$ cat src/rtl/tick_irq_pkg.sv
// Shared sizing for the periodic tick interrupt unit.
package tick_irq_pkg;
    localparam int SRC_N   = 4;   // number of divider taps
    localparam int REG_W   = 8;   // register data width
    localparam int ADDR_W  = 4;   // register address width
    localparam int EN_ADDR = 0;   // enable register; pending register is one above
endpackage

$ cat src/rtl/tick_sync.sv
// tick_sync: two-stage synchronizer for N asynchronous level signals.
// Assumes each input is a slow square wave (many clocks per level), so
// per-bit synchronization without a gray or handshake scheme is adequate.
module tick_sync #(
    parameter int N = 4
) (
    input  logic         clk,
    input  logic         rst_n,
    input  logic [N-1:0] async_i,
    output logic [N-1:0] sync_o
);
    logic [N-1:0] stage1_q;
    logic [N-1:0] stage2_q;

    // Purpose: shift the raw taps through two flops; cleared by reset.
    always_ff @(posedge clk) begin
        if (!rst_n) begin
            stage1_q <= '0;
            stage2_q <= '0;
        end else begin
            stage1_q <= async_i;
            stage2_q <= stage1_q;
        end
    end

    assign sync_o = stage2_q;
endmodule

$ cat src/rtl/tick_fall_det.sv
// tick_fall_det: flags a 1-to-0 transition of each synchronized tap.
// Assumes its input is already in the clk domain. The previous-level
// register resets to 0, so a tap that is high at reset is seen as a rise.
module tick_fall_det #(
    parameter int N = 4
) (
    input  logic         clk,
    input  logic         rst_n,
    input  logic [N-1:0] level_i,
    output logic [N-1:0] fall_o
);
    logic [N-1:0] prev_q;

    // Purpose: remember last cycle's level of every tap.
    always_ff @(posedge clk) begin
        if (!rst_n) prev_q <= '0;
        else        prev_q <= level_i;
    end

    // Purpose: a fall is previous-high and now-low.
    always_comb begin
        fall_o = prev_q & ~level_i;
    end
endmodule

$ cat src/rtl/tick_flag_bank.sv
// tick_flag_bank: one pending flag per source. A flag is set by an enabled
// fall pulse and cleared by a write-1 pulse; when both arrive together the
// set wins. Assumes fall_i and clr_i are single-cycle pulses in the clk domain.
module tick_flag_bank #(
    parameter int N = 4
) (
    input  logic         clk,
    input  logic         rst_n,
    input  logic [N-1:0] fall_i,
    input  logic [N-1:0] en_i,
    input  logic [N-1:0] clr_i,
    output logic [N-1:0] flag_o
);
    logic [N-1:0] flag_q;

    for (genvar g = 0; g < N; g++) begin : g_flag
        logic set_w;
        assign set_w = fall_i[g] & en_i[g];

        // Purpose: update one pending bit, giving a new event priority over a clear.
        always_ff @(posedge clk) begin
            if (!rst_n)        flag_q[g] <= 1'b0;
            else if (set_w)    flag_q[g] <= 1'b1;
            else if (clr_i[g]) flag_q[g] <= 1'b0;
        end


        flag_set_chk: assert property (@(posedge clk) disable iff (!rst_n)
            $rose(flag_q[g]) |-> $past(fall_i[g] && en_i[g]));


        mask_gate_chk: assert property (@(posedge clk) disable iff (!rst_n)
            (!en_i[g] && !flag_q[g]) |=> !flag_q[g]);


        set_wins_chk: assert property (@(posedge clk) disable iff (!rst_n)
            (fall_i[g] && en_i[g] && clr_i[g]) |=> flag_q[g]);


        clear_chk: assert property (@(posedge clk) disable iff (!rst_n)
            (clr_i[g] && !(fall_i[g] && en_i[g])) |=> !flag_q[g]);
    end

    assign flag_o = flag_q;
endmodule

$ cat src/rtl/tick_regif.sv
// tick_regif: register bus decode for the enable and pending registers.
// The enable register is at EN_A and the pending register at EN_A+1. A write
// to the pending register produces a one-cycle clear pulse per 1 bit.
// Reads are combinational and have no side effects. Bits above N read 0.
module tick_regif #(
    parameter int N      = 4,
    parameter int ADDR_W = 4,
    parameter int DATA_W = 8,
    parameter int EN_A   = 0
) (
    input  logic              clk,
    input  logic              rst_n,
    input  logic [ADDR_W-1:0] addr_i,
    input  logic              wr_i,
    input  logic [DATA_W-1:0] wdata_i,
    input  logic [N-1:0]      flag_i,
    output logic [N-1:0]      en_o,
    output logic [N-1:0]      clr_o,
    output logic [DATA_W-1:0] rdata_o
);
    localparam logic [ADDR_W-1:0] EN_SEL  = ADDR_W'(EN_A);
    localparam logic [ADDR_W-1:0] PND_SEL = ADDR_W'(EN_A + 1);

    logic         hit_en;
    logic         hit_pnd;
    logic [N-1:0] en_q;

    assign hit_en  = (addr_i == EN_SEL);
    assign hit_pnd = (addr_i == PND_SEL);

    // Purpose: hold the enable bits; only the low N data bits are stored.
    always_ff @(posedge clk) begin
        if (!rst_n)              en_q <= '0;
        else if (wr_i && hit_en) en_q <= wdata_i[N-1:0];
    end

    // Purpose: turn a write to the pending register into clear pulses.
    always_comb begin
        clr_o = (wr_i && hit_pnd) ? wdata_i[N-1:0] : '0;
    end

    // Purpose: read mux; unmapped addresses and unused bits read 0.
    always_comb begin
        if (hit_en)       rdata_o = DATA_W'(en_q);
        else if (hit_pnd) rdata_o = DATA_W'(flag_i);
        else              rdata_o = '0;
    end

    assign en_o = en_q;


    rdata_hi_chk: assert property (@(posedge clk) disable iff (!rst_n)
        rdata_o[DATA_W-1:N] == '0);
endmodule

$ cat src/rtl/tick_irq_unit.sv
// tick_irq_unit: top level. Synchronizes four divider taps, detects their
// falling edges, latches enabled events into pending flags and ORs the flags
// into one request. Assumes the taps are much slower than clk.
module tick_irq_unit
    import tick_irq_pkg::*;
#(
    parameter int N      = SRC_N,
    parameter int ADDR_W = tick_irq_pkg::ADDR_W,
    parameter int DATA_W = REG_W,
    parameter int EN_A   = EN_ADDR
) (
    input  logic              clk,
    input  logic              rst_n,
    input  logic [N-1:0]      tap_i,
    input  logic [ADDR_W-1:0] reg_addr_i,
    input  logic              reg_wr_i,
    input  logic [DATA_W-1:0] reg_wdata_i,
    output logic [DATA_W-1:0] reg_rdata_o,
    output logic              irq_o
);
    logic [N-1:0] tap_s;
    logic [N-1:0] fall_w;
    logic [N-1:0] en_w;
    logic [N-1:0] clr_w;
    logic [N-1:0] flag_w;

    tick_sync #(.N(N)) u_sync (
        .clk(clk), .rst_n(rst_n), .async_i(tap_i), .sync_o(tap_s)
    );

    tick_fall_det #(.N(N)) u_fall (
        .clk(clk), .rst_n(rst_n), .level_i(tap_s), .fall_o(fall_w)
    );

    tick_flag_bank #(.N(N)) u_flags (
        .clk(clk), .rst_n(rst_n), .fall_i(fall_w), .en_i(en_w),
        .clr_i(clr_w), .flag_o(flag_w)
    );

    tick_regif #(.N(N), .ADDR_W(ADDR_W), .DATA_W(DATA_W), .EN_A(EN_A)) u_regs (
        .clk(clk), .rst_n(rst_n), .addr_i(reg_addr_i), .wr_i(reg_wr_i),
        .wdata_i(reg_wdata_i), .flag_i(flag_w), .en_o(en_w),
        .clr_o(clr_w), .rdata_o(reg_rdata_o)
    );

    // Purpose: one shared request line for every pending source.
    always_comb begin
        irq_o = |flag_w;
    end


    irq_hold_chk: assert property (@(posedge clk) disable iff (!rst_n)
        (irq_o && !(|clr_w)) |=> irq_o);
endmodule

$ cat config.mk
export PLATFORM = sky130hd
export DESIGN_NAME = tick_irq_unit
export DESIGN_NICKNAME = d
export VERILOG_FILES = /design/src/rtl/tick_irq_pkg.sv /design/src/rtl/tick_sync.sv /design/src/rtl/tick_fall_det.sv /design/src/rtl/tick_flag_bank.sv /design/src/rtl/tick_regif.sv /design/src/rtl/tick_irq_unit.sv
export SDC_FILE = /design/constraint.sdc
export NUM_CORES = 1
export LEC_CHECK = 0
export BUFFER_PORTS_ARGS = -buffer_cell sky130_fd_sc_hd__buf_2
export CAP_MARGIN = 25
export CORE_AREA = 2 2 47 49
export CTS_CLUSTER_SIZE = 10
export DETAILED_ROUTE_END_ITERATION = 6
export DIE_AREA = 0 0 49 51
export PLACE_DENSITY = 0.65
export SKIP_CTS_REPAIR_TIMING = 1
export SYNTH_ARGS = -nofsm -noshare
export SYNTH_HDL_FRONTEND = slang
export SYNTH_SLANG_ARGS = --single-unit
$ cat constraint.sdc
create_clock -name clk -period 3.25 [get_ports clk]
set_input_delay 0.1625 -clock clk [delete_from_list [all_inputs] [get_ports clk]]
set_output_delay 0.1625 -clock clk [all_outputs]
set_load 0.05 [all_outputs]
After elaboration in Yosys (flattened, before gate mapping)
Index checks and enable logic that the tools add are counted.

Register bits: 20. Bits of input ports: 19. Output and inout port bits: 9.

Equality and inequality tests: 1. Mux-type cells: 11. Bitwise logic cells: 6. Reductions and logical operators: 8.

Operators by type and width (count): 1-bit two-way mux (8); 4-bit two-way mux (2); 8-bit two-way mux (1); 2-bit nonzero test (4); 1-bit AND (4); 4-bit AND (1); 4-bit by 1-bit equality test with 1-bit output (second input constant) (1); 4-bit zero test (1); 4-bit NOT (1); 4-bit OR reduction (1); 1-bit logical AND (2).

Depth between registers and ports, before layout
Gate-level depths: netlist of the first run.

Depth after elaboration: 5. Depth in mapped cells: 4.

Hierarchy
From an unflattened synthesis of the first run, not the netlist that was laid out.

Cells, all modules: 85. Area total of the unflattened synthesis: 814.5 µm².

Modules (own cells, without submodules): tick_regif (instances 1, cells each 40, area each 316.6 µm²); tick_sync (instances 1, cells each 16, area each 210.2 µm²); tick_flag_bank (instances 1, cells each 16, area each 150.1 µm²); tick_fall_det (instances 1, cells each 12, area each 130.1 µm²); tick_irq_unit (instances 1, cells each 1, area each 7.5 µm²).

Worst setup path before layout of the first run
Ideal clock, no wire load.

Path type: input port to output port. From: in reg_addr_i[1]. To: out reg_rdata_o[0]. Arrival: 1.331 ns. Setup slack: 1.757 ns. Stages on the path: 3. Path through: or3_4 buf_6 nor2_1.

Word-level cells in the longest chain between the ends: 3.

RTL lines: start, declared (RTL line tick_irq_unit.sv:15) `input logic [ADDR_W-1:0] reg_addr_i,`; 4-bit by 1-bit equality test with 1-bit output (RTL line tick_regif.sv:29) `assign hit_pnd = (addr_i == PND_SEL);`; 4-bit two-way mux (RTL line tick_regif.sv:45) `else if (hit_pnd) rdata_o = DATA_W'(flag_i);`; 8-bit two-way mux (*) (RTL line tick_regif.sv:44) `if (hit_en) rdata_o = DATA_W'(en_q);`; end, declared (RTL line tick_irq_unit.sv:18) `output logic [DATA_W-1:0] reg_rdata_o,`.

Every way passes the cells marked *; elsewhere a longest branch is shown, timed or not.

Worst setup path in the final report of the first run
From: reg u_flags.flag_q[0] (netlist: u_flags.flag_o[0]). To: out irq_o.

Word-level cells in the longest chain between the ends: 1.

RTL lines: start, declared (RTL line tick_flag_bank.sv:14) `logic [N-1:0] flag_q;`; start signal, assigned by index (RTL line tick_flag_bank.sv:22) `if (!rst_n) flag_q[g] <= 1'b0;`; start signal, assigned by index (RTL line tick_flag_bank.sv:23) `else if (set_w) flag_q[g] <= 1'b1;`; start signal, assigned by index (RTL line tick_flag_bank.sv:24) `else if (clr_i[g]) flag_q[g] <= 1'b0;`; 4-bit OR reduction (RTL line tick_irq_unit.sv:48) `irq_o = |flag_w;`; end, declared (RTL line tick_irq_unit.sv:19) `output logic irq_o`.

No other way between the ends.

==> results of run 1 <==
==> stage by stage <==
| step | std cells | cell area, µm² | hold WS (ps) | power, W |
|---|---|---|---|---|
| after detailed placement | 122 | 883 | 366 | 0.000297 |
| after global placement | 122 | 883 | 362 | 0.000296 |
| after CTS | 125 | 906 | 53.8 | 0.000409 |
| after global routing | 125 | 906 | 45.9 | 0.000425 |
| final | 125 | 906 | 67.4 | 0.000402 |
| after floorplan | 83 | 806 | 284 | 0.000290 |
==> cell families after synthesis <==
logic type | count (synthesis) | synth area share
other | 1 | 0.00472
AND/OR/NAND/NOR | 35 | 0.261
AO/OA/AOI/OAI | 8 | 0.0630
flip-flops | 20 | 0.504
buffers and inverters | 8 | 0.0661
multiplexers | 8 | 0.101
==> Yosys cell counts (all sizes together) <==
cell type   n  area (µm²)
a21boi      4        30.0
and2       12        75.1
buf         5        41.3
clkbuf      3        11.3
conb        1        3.75
dfxtp      20         400
mux2i       8        80.1
nand2       8        30.0
nand3       4        20.0
nand3b      4        30.0
nor2        4        15.0
nor3b       1        18.8
o21ai       4        20.0
or3         1        11.3
or4         1        7.51
==> how the worst max path moves through the flow <==
| stage | to | cells past startpoint | slack (ps) | from |
|---|---|---|---|---|
| after global placement | u_regs.en_o[2] | 4 | 1920 | reg_addr_i[1] |
| after global routing | irq_o | 2 | 1670 | u_flags.flag_o[0] |
| after floorplan | reg_rdata_o[0] | 3 | 1760 | reg_addr_i[1] |
| after detailed placement | u_regs.en_o[1] | 4 | 1900 | reg_addr_i[1] |
| final | irq_o | 2 | 1740 | u_flags.flag_o[0] |
| after CTS | irq_o | 2 | 1730 | u_flags.flag_o[0] |
==> layout make-up <==
class                   count  area, µm²
fillers                   216       1160
flip-flops and latches     20        400
multi-input cells          55        353
repair buffers             19       95.1
well taps                  28       35.0
clock buffers               3       22.5
==> power by group through the flow <==
stage / Sequential, W / Clock, W / Combinational, W
finish: 0.000253 / 0.000111 / 0.0000379
global route: 0.000254 / 0.000130 / 0.0000414
CTS: 0.000253 / 0.000117 / 0.0000381
detailed placement: 0.000259 / 0 / 0.0000380
global placement: 0.000259 / 0 / 0.0000374
floorplan: 0.000259 / 0 / 0.0000310
==> registers in the layout (all words and copies together) (netlist names) <==
name             cells
u_sync.stage1_q      4
u_flags.flag_o       4
u_regs.en_o          4
u_sync.sync_o        4
u_fall.prev_q        4
==> cell usage in the layout, fill, tap and decap left out <==
cell / synthesis / final
a21boi_0: 3 / 3
a21boi_1: 1 / 1
and2_1: 12 / 12
buf_2: 0 / 19
clkbuf_4: 0 / 3
conb_1: 1 / 4
dfxtp_1: 20 / 20
mux2i_1: 8 / 8
nand2_1: 8 / 8
nand3_1: 4 / 4
nand3b_1: 4 / 4
nor2_1: 4 / 4
nor3b_4: 1 / 1
o21ai_0: 4 / 4
or3_4: 1 / 1
or4_1: 1 / 1
==> critical path: stages, from the launching register on <==
cell	delay, ps
dfxtp_1	330
or4_1	510
buf_2	220
==> layer usage <==
layer / track usage / vias to the layer above / wire length [µm]
li1: - / 295 / -
met1: 0.135 / 246 / 629
met2: 0.162 / 19 / 529
met3: 0.0380 / 2 / 79
met4: 0.0857 / 0 / 8
met5: 0 / - / 0
==> run summary, run 1 <==
Setup WS pre-CTS - 1900 ps
Share of layout cells above drive strength 1 - 0.247
Max clock buf depth - 2
Die W - 49 µm
Synthesis-to-layout area growth - 14.0%
Sequential share of power - 0.630
Final nets - 118
Worst Hold Path EP - u_sync.stage1_q[2]
Final period util - 0.464
Max Slew Vio Count - 0
Final worst slack - 1740 ps
Pwr/cell area - 444 nW/µm²
FMAX - 664 MHz
Hold Path Depth - 2
DRC - 0
CTS clk-pin slew, worst paths - 110 ps
Drt wl/cell - 9.97 µm
Avg Vias per Cell - 4.50
Syn avg cell area - 9.93 µm²
Max VDD drop - 244 µV
Initial Util - 0.385
Setup CP Type - reg2out
Core Util, Final - 0.439
Startpoint types - register
Reg2reg setup slack - 2560 ps
CTS Buf Count - 3
Synth unique cells - 17
Number of max-cap violations - 0
Final ANT Viol Nets - 0
Clock Sink Count - 20
Yosys warnings - 0
Drt first pass iters - 4
CTS tree - done
Largest net degree at the start of global routing - 25
DRT Wirelength - 1.25 mm
Setup TNS - 0 ps
Overall routing resource usage - 0.111
Min-Delay Path Class - in2reg
Clock network power share - 0.275
Reg2Reg Launch Point - u_sync.sync_o[1]
Max Clock Skew - 0.299 ps
Sw Share - 0.232
Post-synthesis instance total - 80
Req. time, crit path - 3090 ps
First-pass GRT wire length - 2.08 mm
Tmin final - 1510 ps
Share of total power in combinational logic - 0.094
Synthesized area - 795 µm²
Finish-stage setup viols - 0
P_int - 0.000309 W
P_sw - 0.0000935 W
Sequential share of the synthesized area - 0.504
I/O pins - 28
Worst-Skew Late Latency - 290 ps
Final Hold Viols - 0
Root Driver - clkbuf_4
Max FO, Critical Path - 3
R2R cell count - 2
CP endpoint kind - primary output
RePlAce Congestion - 0.748
Row Count - 17
Static Leak - 0.384 nW
#FFs+latches synth - 20
Reg2reg end - u_flags.flag_o[1]
Vias in the first global route - 485
Outcome - finished, final reports clean
N_diodes - 0
Die Span Y - 51 µm
Drt initial violations - 4
H-tree Lvls - 1
PortBufs - 19
CP arrival - 1340 ps
GRT overflow - 0
Total core area - 2060 µm²
Die ar. - 2500 µm²
RSZ-0062 raised after global routing - no
Worst Hold Launch - tap_i[2]
Initial antenna violation count - 0
Vias - 562
No activity file was read; power rests on OpenSTA's default activity.
==> run 2, diff against run 1 <==
PLACE_DENSITY = 0.67   (was 0.65)
clock period = 1.28 ns   (was 3.25 ns; I/O delays follow)
==> run 2 against run 1 <==
  * The run now ends with negative setup slack left
  * Design area is 9.3% higher
  * Wire length shrank 2.2%
  * Clock power grew to 3.1 times the previous value
  * Sequential cell count stayed put
  * Die area did not move
  * First-iteration DRC count rose by 50%
  * Clock skew grew 2.0 ps
  * Combinational power increased to 2.8 times the previous value
  * Global-route usage is 0.11 points higher
  * Critical endpoint unchanged
  * Largest cell class unchanged
  * Largest power group unchanged
==> run summary, run 2 (synthesis results as in run 1) <==
Final HPWL DP - 896 µm
GRT overflow - 0 (unchanged)
Final ANT Viol Nets - 0 (unchanged)
Setup crit end - irq_o
WHS - 18.5 ps (-49.0 ps)
Finish-stage setup viols - 1 (+1)
Fin area - 990 µm² (+9.3%)
Die ar. - 2500 µm² (unchanged)
Placed Area - 891 µm² (+0.85%)
Reg2Reg Launch Point - u_flags.flag_o[0]
Max FO, Critical Path - 2 (-1)
Reg2reg setup slack - 540 ps (-2020 ps)
H-tree Lvls - 1 (unchanged)
Max Clock Skew - 2.29 ps (+2.00 ps)
DP Cell Count - 123 (+0.82%)
Sequential cell area - 402 µm² (+0.31%)
Die W - 49 µm (unchanged)
DRT Wirelength - 1.22 mm (-2.2%)
Initial Util - 0.385 (unchanged)
Final period util - 1.08
Synthesis-to-layout area growth - 24.6%
Clock Sink Count - 20 (unchanged)
Root Driver - clkbuf_4
First-pass GRT wire length - 2.18 mm (+4.7%)
Outcome - finished, violations left
Final Hold Viols - 0 (unchanged)
Vias - 578 (+2.8%)
Tmin final - 1390 ps
I/O pins - 28 (unchanged)
Fillers - 220 (+1.9%)
Startpoint types - register
PortBufs - 19 (unchanged)
Final worst slack - -106 ps (-1850 ps)
Number of max-cap violations - 0 (unchanged)
Drt wl/cell - 9.23 µm (-7.4%)
Total core area - 2060 µm² (unchanged)
Row Count - 17 (unchanged)
FMAX - 722 MHz
Reg2reg end - u_flags.flag_o[0]
Die Span Y - 51 µm (unchanged)
Worst-Skew Late Latency - 290 ps (about the same)
N_diodes - 0 (unchanged)
Pwr/cell area - 1110 nW/µm² (+150%)
CTS Buf Count - 3 (unchanged)
CP arrival - 1320 ps (-20 ps)
Multi-input logic area - 357 µm² (+1.1%)
Max VDD drop - 611 µV (+150%)
Design Power - 0.00110 W (+170%)
R2R cell count - 3 (+1)
Min-Delay Path Class - in2reg
Req. time, crit path - 1220 ps (-1870 ps)
Max Slew Vio Count - 0 (unchanged)
Setup CP Type - reg2out
Avg Vias per Cell - 4.38 (-2.6%)
Commonest non-fill, non-tap cell in the layout - dfxtp_1
CTS clk-pin slew, worst paths - 100 ps (about the same)
Initial antenna violation count - 0 (unchanged)
Overall routing resource usage - 0.113 (+0.00112)
Max clock buf depth - 2 (unchanged)
Share of layout cells above drive strength 1 - 0.279 (+0.0314)
RePlAce Congestion - 0.656 (-12%)
Launch point of the critical path - u_flags.flag_o[0]
Vias in the first global route - 541 (+12%)
Drt initial violations - 6 (+2)
Cell Count, Final, Fillers Out - 132 (+5.6%)
CP endpoint kind - primary output
Largest net degree at the start of global routing - 25 (unchanged)
Final nets - 124 (+5.1%)
DRC - 0 (unchanged)
Failing checks - negative setup slack
Most frequent cells in the layout - dfxtp_1 (19), buf_2 (18), and2_1 (12)
Static Leak - 0.419 nW (+9.0%)
Drt first pass iters - 4 (unchanged)
RSZ-0062 raised after global routing - yes
CTS tree - done
run 2: cell count changes in the layout (fill, tap and decap cells not counted), sizes merged:
cell	delta
buf	+2
clkbuf	+1
dlygate4sd3	+4
run 2: stage by stage:
step,worst slack [ps],util,setup TNS [ps]
detailed placement,45.0,0.432,0
finish,-106,0.480,-106
global route,-155,0.480,-155
global placement,76.0,0.432,0
floorplan,-16.3,-,-65.1
CTS,-163,0.449,-163
run 2: how the worst min path moves through the flow:
stage                        start                 end  cells after the start
floorplan                 tap_i[0]  u_sync.stage1_q[0]                      1
global placement          tap_i[0]  u_sync.stage1_q[0]                      2
detailed placement        tap_i[0]  u_sync.stage1_q[0]                      2
CTS                       tap_i[0]  u_sync.stage1_q[0]                      2
global route        reg_wdata_i[3]      u_regs.en_o[3]                      3
finish              reg_wdata_i[3]      u_regs.en_o[3]                      3
run 2: per-layer routing:
layer / global-route usage / wire [µm] / vias up
li1: - / - / 306
met1: 0.131 / 578 / 252
met2: 0.189 / 550 / 18
met3: 0.0234 / 81 / 2
met4: 0.0714 / 8 / 0
met5: 0 / 0 / -
run 2: cell type report:
type,instances,area share
Sequential cell,20,0.406
Tap cell,28,0.0354
Clock buffer,4,0.0367
Multi-Input combinational cell,55,0.360
Timing Repair Buffer,25,0.162
run 2: report_power, final:
part / internal (W) / switching (W)
registers: 0.000639 / 0.00000448
clock network: 0.000173 / 0.000174
logic: 0.0000455 / 0.0000609
total: 0.000857 / 0.000240
run 2: critical path, cell delays in order (launching register included):
cell and delay, ps:
dfxtp_2 340, or4_4 530, buf_8 170
